File: config.mk
export PLATFORM = sky130hd
export DESIGN_NAME = async_bus_master
export DESIGN_NICKNAME = d
export VERILOG_FILES = /design/src/rtl/bm_pkg.sv /design/src/rtl/bm_sync.sv /design/src/rtl/bm_timer.sv /design/src/rtl/bm_addr_check.sv /design/src/rtl/async_bus_master.sv
export SDC_FILE = /design/constraint.sdc
export NUM_CORES = 1
export LEC_CHECK = 0
export BUFFER_PORTS_ARGS = -buffer_cell sky130_fd_sc_hd__buf_2
export CELL_PAD_IN_SITES_DETAIL_PLACEMENT = 1
export CELL_PAD_IN_SITES_GLOBAL_PLACEMENT = 2
export CORE_UTILIZATION = 33
export DETAILED_ROUTE_END_ITERATION = 16
export PLACE_DENSITY_LB_ADDON = 0.1
export SYNTH_ARGS = -nofsm -noshare
export SYNTH_HDL_FRONTEND = slang
export SYNTH_SLANG_ARGS = --single-unit
File: constraint.sdc
create_clock -name clk -period 3.59 [get_ports clk]
set_input_delay 0.359 -clock clk [delete_from_list [all_inputs] [get_ports clk]]
set_output_delay 0.359 -clock clk [all_outputs]
set_load 0.02 [all_outputs]
File: src/rtl/bm_pkg.sv
package bm_pkg;
    typedef enum logic [2:0] {
        S_IDLE,
        S_SETUP,
        S_ASSERT,
        S_RELEASE,
        S_FINISH,
        S_FAULT
    } bm_state_e;

    typedef enum logic [1:0] {
        E_NONE    = 2'd0,
        E_TIMEOUT = 2'd1,
        E_ODD     = 2'd2
    } bm_err_e;
endpackage

File: src/rtl/bm_sync.sv
module bm_sync #(
    parameter int STAGES = 2
) (
    input  logic clk,
    input  logic rst_n,
    input  logic d_in,
    output logic q_out
);
    logic [STAGES-1:0] chain;

    generate
        for (genvar i = 0; i < STAGES; i++) begin : g_stage
            if (i == 0) begin : g_first
                always_ff @(posedge clk or negedge rst_n) begin
                    if (!rst_n) chain[0] <= 1'b0;
                    else        chain[0] <= d_in;
                end
            end else begin : g_next
                always_ff @(posedge clk or negedge rst_n) begin
                    if (!rst_n) chain[i] <= 1'b0;
                    else        chain[i] <= chain[i-1];
                end
            end
        end
    endgenerate

    assign q_out = chain[STAGES-1];
endmodule

File: src/rtl/bm_timer.sv
module bm_timer #(
    parameter int LIMIT = 16
) (
    input  logic clk,
    input  logic rst_n,
    input  logic run,
    input  logic clear,
    output logic expired
);
    localparam int CNT_W = (LIMIT > 1) ? $clog2(LIMIT) : 1;
    localparam logic [CNT_W-1:0] LAST = CNT_W'(LIMIT - 1);

    logic [CNT_W-1:0] cnt;

    always_ff @(posedge clk or negedge rst_n) begin
        if (!rst_n)          cnt <= '0;
        else if (clear)      cnt <= '0;
        else if (run && cnt != LAST) cnt <= cnt + 1'b1;
    end

    assign expired = run && (cnt == LAST);
endmodule

File: src/rtl/bm_addr_check.sv
module bm_addr_check #(
    parameter int ADDR_W   = 16,
    parameter int DEV_BITS = 3
) (
    input  logic [ADDR_W-1:0] addr,
    input  logic              is_byte,
    output logic              misaligned,
    output logic              in_dev
);
    localparam logic [DEV_BITS-1:0] DEV_ONES = '1;

    assign misaligned = !is_byte && addr[0];
    assign in_dev     = (addr[ADDR_W-1 -: DEV_BITS] == DEV_ONES);
endmodule

File: src/rtl/async_bus_master.sv
module async_bus_master
    import bm_pkg::*;
#(
    parameter int ADDR_W         = 16,
    parameter int DATA_W         = 16,
    parameter int TIMEOUT_CYCLES = 16,
    parameter int SYNC_STAGES    = 2,
    parameter int DEV_BITS       = 3
) (
    input  logic              clk,
    input  logic              rst_n,
    input  logic              req_valid,
    input  logic [ADDR_W-1:0] req_addr,
    input  logic              req_byte,
    input  logic              req_write,
    input  logic [DATA_W-1:0] req_wdata,
    output logic              busy,
    output logic              done,
    output logic              err,
    output logic [1:0]        err_code,
    output logic [DATA_W-1:0] rdata,
    output logic              dev_hit,
    output logic [ADDR_W-1:0] bus_addr,
    output logic              bus_write,
    output logic              bus_byte,
    output logic [DATA_W-1:0] bus_wdata,
    output logic              bus_msync,
    input  logic [DATA_W-1:0] bus_rdata,
    input  logic              bus_ssync
);
    localparam int LANE_W = DATA_W / 2;

    bm_state_e state_q, state_d;
    logic      ack_s;
    logic      tmr_expired, tmr_run, tmr_clear;
    logic      chk_odd, chk_dev;
    logic      accept;

    bm_sync #(.STAGES(SYNC_STAGES)) u_sync (
        .clk(clk), .rst_n(rst_n), .d_in(bus_ssync), .q_out(ack_s)
    );

    bm_addr_check #(.ADDR_W(ADDR_W), .DEV_BITS(DEV_BITS)) u_chk (
        .addr(req_addr), .is_byte(req_byte),
        .misaligned(chk_odd), .in_dev(chk_dev)
    );

    assign tmr_run   = (state_q == S_SETUP) || (state_q == S_ASSERT) ||
                       (state_q == S_RELEASE);
    assign tmr_clear = (state_q != state_d) || !tmr_run;

    bm_timer #(.LIMIT(TIMEOUT_CYCLES)) u_tmr (
        .clk(clk), .rst_n(rst_n), .run(tmr_run), .clear(tmr_clear),
        .expired(tmr_expired)
    );

    assign accept = (state_q == S_IDLE) && req_valid;

    // state register
    always_ff @(posedge clk or negedge rst_n) begin
        if (!rst_n) state_q <= S_IDLE;
        else        state_q <= state_d;
    end

    // next-state logic
    always_comb begin
        state_d = state_q;
        unique case (state_q)
            S_IDLE:    if (req_valid) state_d = chk_odd ? S_FAULT : S_SETUP;
            S_SETUP:   if (!ack_s) state_d = S_ASSERT;
                       else if (tmr_expired) state_d = S_FAULT;
            S_ASSERT:  if (ack_s) state_d = S_RELEASE;
                       else if (tmr_expired) state_d = S_FAULT;
            S_RELEASE: if (!ack_s) state_d = S_FINISH;
                       else if (tmr_expired) state_d = S_FAULT;
            S_FINISH:  state_d = S_IDLE;
            S_FAULT:   state_d = S_IDLE;
            default:   state_d = S_IDLE;
        endcase
    end

    // request capture, read capture and error code
    always_ff @(posedge clk or negedge rst_n) begin
        if (!rst_n) begin
            bus_addr  <= '0;
            bus_write <= 1'b0;
            bus_byte  <= 1'b0;
            bus_wdata <= '0;
            dev_hit   <= 1'b0;
            rdata     <= '0;
            err_code  <= E_NONE;
        end else begin
            if (accept) begin
                bus_addr  <= req_addr;
                bus_write <= req_write;
                bus_byte  <= req_byte;
                bus_wdata <= req_byte ? {2{req_wdata[LANE_W-1:0]}} : req_wdata;
                dev_hit   <= chk_dev;
                err_code  <= chk_odd ? E_ODD : E_NONE;
            end else if (state_d == S_FAULT) begin
                err_code  <= E_TIMEOUT;
            end
            if (state_q == S_ASSERT && ack_s && !bus_write) begin
                if (!bus_byte)
                    rdata <= bus_rdata;
                else if (bus_addr[0])
                    rdata <= {{(DATA_W-LANE_W){1'b0}}, bus_rdata[DATA_W-1:LANE_W]};
                else
                    rdata <= {{(DATA_W-LANE_W){1'b0}}, bus_rdata[LANE_W-1:0]};
            end
        end
    end

    // outputs decoded from state
    always_comb begin
        bus_msync = 1'b0;
        done      = 1'b0;
        err       = 1'b0;
        busy      = 1'b1;
        unique case (state_q)
            S_IDLE:    busy = 1'b0;
            S_SETUP:   ;
            S_ASSERT:  bus_msync = 1'b1;
            S_RELEASE: ;
            S_FINISH:  done = 1'b1;
            S_FAULT:   err = 1'b1;
            default:   busy = 1'b0;
        endcase
    end

    AST_STROBE_RISE_ACK_LOW: assert property (@(posedge clk) disable iff (!rst_n)
        $rose(bus_msync) |-> !ack_s) else $error("strobe rose with ack high");
    AST_BUS_STABLE: assert property (@(posedge clk) disable iff (!rst_n)
        (bus_msync && $past(bus_msync)) |-> ($stable(bus_addr) && $stable(bus_wdata) && $stable(bus_write))) else $error("bus changed under strobe");
    AST_ODD_NO_STROBE: assert property (@(posedge clk) disable iff (!rst_n)
        (state_q == S_IDLE && req_valid && !req_byte && req_addr[0]) |=> (err && err_code == E_ODD && !bus_msync)) else $error("odd word reached bus");
    AST_TIMEOUT_ERR: assert property (@(posedge clk) disable iff (!rst_n)
        (state_q == S_ASSERT && tmr_expired && !ack_s) |=> (err && err_code == E_TIMEOUT && !bus_msync)) else $error("timeout missed");
    AST_PULSE_EXCL: assert property (@(posedge clk) disable iff (!rst_n)
        !(done && err)) else $error("done with err");
    AST_BUSY_HOLD: assert property (@(posedge clk) disable iff (!rst_n)
        (busy && !done && !err) |=> busy) else $error("busy dropped early");
    AST_PULSE_END: assert property (@(posedge clk) disable iff (!rst_n)
        (done || err) |=> !busy) else $error("busy after pulse");
endmodule

==> implementation parameters <==
Parameter                              Value

Floorplanning
  I/O pin total ... 111
  Vert. Die Dim ... 93.7 um
  Effective utilization at floorplan ... 33.9%
  CORE AREA ... 8180 um2
  Die width ... 93.7 um
  Number of cell rows ... 33
  DIE AREA ... 8770 um2

CTS
  Latest clock arrival within the worst-skew pair ... 0.33 ns
  Clock tree from TritonCTS ... done
  CTS-repair resized insts ... 0
  Clock buffers created by TritonCTS ... 9
  Setup Buffers After CTS ... 0
  # H-tree levels ... 3
  Buffer depth of the longest clock path ... 2
  CTS Root Buffer Type ... sky130_fd_sc_hd__clkbuf_8
  Clock sink total ... 62
  Clock transition at path regs ... 0.07 ns
  Hold bufs inserted after CTS ... 0

Critical path
  Required time of the critical path ... 3.81 ns
  Worst-path cell with the longest stage delay ... sky130_fd_sc_hd__dfrtp_1
  Worst Setup Start Kind ... flip-flop
  Capturing element type of the critical path ... flip-flop
  Critical path's top delay family ... flip-flops
  Data arrival time of the worst path ... 2.16 ns
  Path type of the worst setup path ... reg -> reg
  List of cells traversed by the critical path ... nor4b_4 -> buf_4 -> mux2_2
  Largest stage delay on the critical path ... 0.56 ns
  Critical-path maximum fanout ... 45
  WP buf/inv ... 1

Global route
  Global-route wire length before repair ... 10.3 mm
  Number of antenna violations at the first check in global routing ... 0
  Largest net degree at the start of global routing ... 46
  Global-route total usage across every layer ... 15.6%
  Vias in the first global route ... 2016
  Global-route congestion overflow total ... 0

Finish
  Proportion of layout cells with a drive suffix above 1 ... 54.7%
  Fill cells ... 906
  Share of the core filled with cells ... 44.3%
  Area Overhead vs Synth ... 30.6%
  Diode insertion count for antenna repair ... 0
  Net count of the finished layout ... 368

Drt
  DRC violation total after the first TritonRoute iteration ... 31
  Detailed-router iteration count before antenna repair ... 4
  Residual DRC count ... 0
  Average via count per standard cell ... 4.70
  Remaining antenna violation count ... 0
  Average routed wire per standard cell ... 15.1 um
  Total wire length ... 6.40 mm
  Via Count ... 1987

STA
  Worst Clk Skew ... 0.00886 ns
  Post-route minimum period ... 1.94 ns
  Highest Clock Rate ... 0.515 GHz
  Slack of the critical path ... 1.65 ns
  Final Slew Violations ... 0
  Share of the cycle needed by the critical path after routing ... 54.1%
  Unrepaired setup endpoints after global routing ... false
  Transition at the pin with the smallest max-transition slack ... 0.714 ns
  Number of hold violations in the final report ... 0
  Setup Total Neg Slack ... 0 ns
  Total of endpoints with negative setup slack in the final report ... 0
  Worst max-slew margin expressed relative to the limit ... 52.4%

Placed design
  HPWL after detailed placement ... 4.62 mm
  Placer's final routability congestion estimate ... 0.750
  Port Buffers ... 110
  Minimum setup slack after placement ... 1.63 ns

Min path
  Hold/Removal Path Class ... in -> async

Status
  Result of the run ... complete, no violations

Synth
  Post-synth top area share ... 56.0%
  Synthesis warning total ... 0
  Cell types with the highest counts after synthesis ... 62 x sky130_fd_sc_hd__dfrtp_1, 31 x sky130_fd_sc_hd__mux2_2, 14 x sky130_fd_sc_hd__a21oi_1
  Primary FF master, synth ... sky130_fd_sc_hd__dfrtp_1
  Number of distinct library cells after synthesis ... 36
  Share of the yosys chip area belonging to registers ... 56.0%
  Largest area contributor in the netlist ... sky130_fd_sc_hd__dfrtp_1
  Syn nets ... 256
  Most common cell in the synthesized netlist ... sky130_fd_sc_hd__dfrtp_1
  Flop and latch count out of synthesis ... 62
  Gate count after technology mapping ... 201
  Share of async-settable or async-resettable flops after synthesis ... 100%
  Syn avg cell area ... 13.8 um2
  EDFF count, synth ... 0
  Dominant cells by area after synthesis ... sky130_fd_sc_hd__dfrtp_1 56%, sky130_fd_sc_hd__mux2_2 13%, sky130_fd_sc_hd__mux2_4 5.4%, sky130_fd_sc_hd__mux2_1 3.7%, sky130_fd_sc_hd__mux2i_1 3.2%
  Post-Synthesis Cell Area ... 2770 um2

Power
  Worst vdd ir ... 0.383 mV
  Overall power after layout ... 0.00341 W
  Power density of the placed cells ... 942 nW/um2
  Lkg Pwr ... 1.79 nW

Flow run
  Maximum capacitance violations ... 0
worst paths after layout:
kind                                   end       startpoint  slack, ns  depth (start not counted)
setup / recovery               bus_addr[1]       state_q[0]       1.65                          3
hold / removal                   rdata[10]            rst_n       0.07                          1
setup reg to reg               bus_addr[1]       state_q[0]       1.65                          3
hold reg to reg               u_sync.q_out  u_sync.chain[0]       0.35                          0
max in group asynchronous     bus_wdata[8]            rst_n       2.62                          2
min in group clk           u_sync.chain[0]        bus_ssync       0.12                          1
logic make-up after synthesis:
group	share of synthesized area, %
and+or+nand+nor	8.80
muxes	24.9
DFF	56.0
xor gates and xnor gates	0.316
AOI/OAI and AO/OA	5.24
adders and majority gates	0.451
buffers and inverters	4.33
metal layers:
metal	vias to the layer above	track usage [%]	routed length [um]
met5	-	0	0
met4	0	6.54	94
met2	62	24.3	3040
met3	9	4.05	362
li1	936	-	-
met1	980	20.4	2900
state kept, by name, summed over array words and instances (netlist names), 2 cells and up:
signal / count
u_tmr.cnt: 4
err_code: 2
bus_wdata: 16
bus_addr: 16
state_q: 3
rdata: 16
where the power goes:
group | internal (W) | switching [W]
Combinational | 0.000624 | 0.000781
Sequential | 0.00102 | 0.000235
Clock | 0.000463 | 0.000291
final cells by class:
| class | instances | area, um2 | area share, % |
|---|---|---|---|
| Clock inverter | 7 | 123 | 3.39 |
| Sequential cell | 62 | 1550 | 42.9 |
| Multi-Input combinational cell | 124 | 1110 | 30.7 |
| Timing Repair Buffer | 112 | 566 | 15.6 |
| Inverter | 4 | 15.0 | 0.415 |
| Clock buffer | 9 | 124 | 3.42 |
| Tap cell | 105 | 131 | 3.63 |
placed cells by master (no fill, tap or decap), types with 9 or more instances in the layout:
master | synthesis | final
sky130_fd_sc_hd__clkbuf_8 | 0 | 9
sky130_fd_sc_hd__nor2b_1 | 9 | 9
sky130_fd_sc_hd__mux2_1 | 9 | 9
sky130_fd_sc_hd__nor2_1 | 11 | 11
sky130_fd_sc_hd__buf_2 | 2 | 110
sky130_fd_sc_hd__mux2_4 | 10 | 10
sky130_fd_sc_hd__mux2i_1 | 9 | 9
sky130_fd_sc_hd__mux2_2 | 31 | 31
sky130_fd_sc_hd__dfrtp_1 | 62 | 62
sky130_fd_sc_hd__a21oi_1 | 14 | 14
stage by stage:
stage | cell area (um2) | hold slack (ns) | instances
finish | 3620 | 0.0717 | 423
global route | 3620 | 0.0996 | 423
CTS | 3620 | 0.0929 | 423
detailed placement | 3370 | 0.336 | 407
global placement | 3370 | 0.334 | 407
floorplan | 2770 | 0.0634 | 201
worst reg2reg max path, stage by stage, from the launching register on:
cell and delay (ns):
sky130_fd_sc_hd__dfrtp_1 0.56, sky130_fd_sc_hd__nor4b_4 0.36, sky130_fd_sc_hd__buf_4 0.50, sky130_fd_sc_hd__mux2_2 0.41
Power figures use the tool's default switching activity.
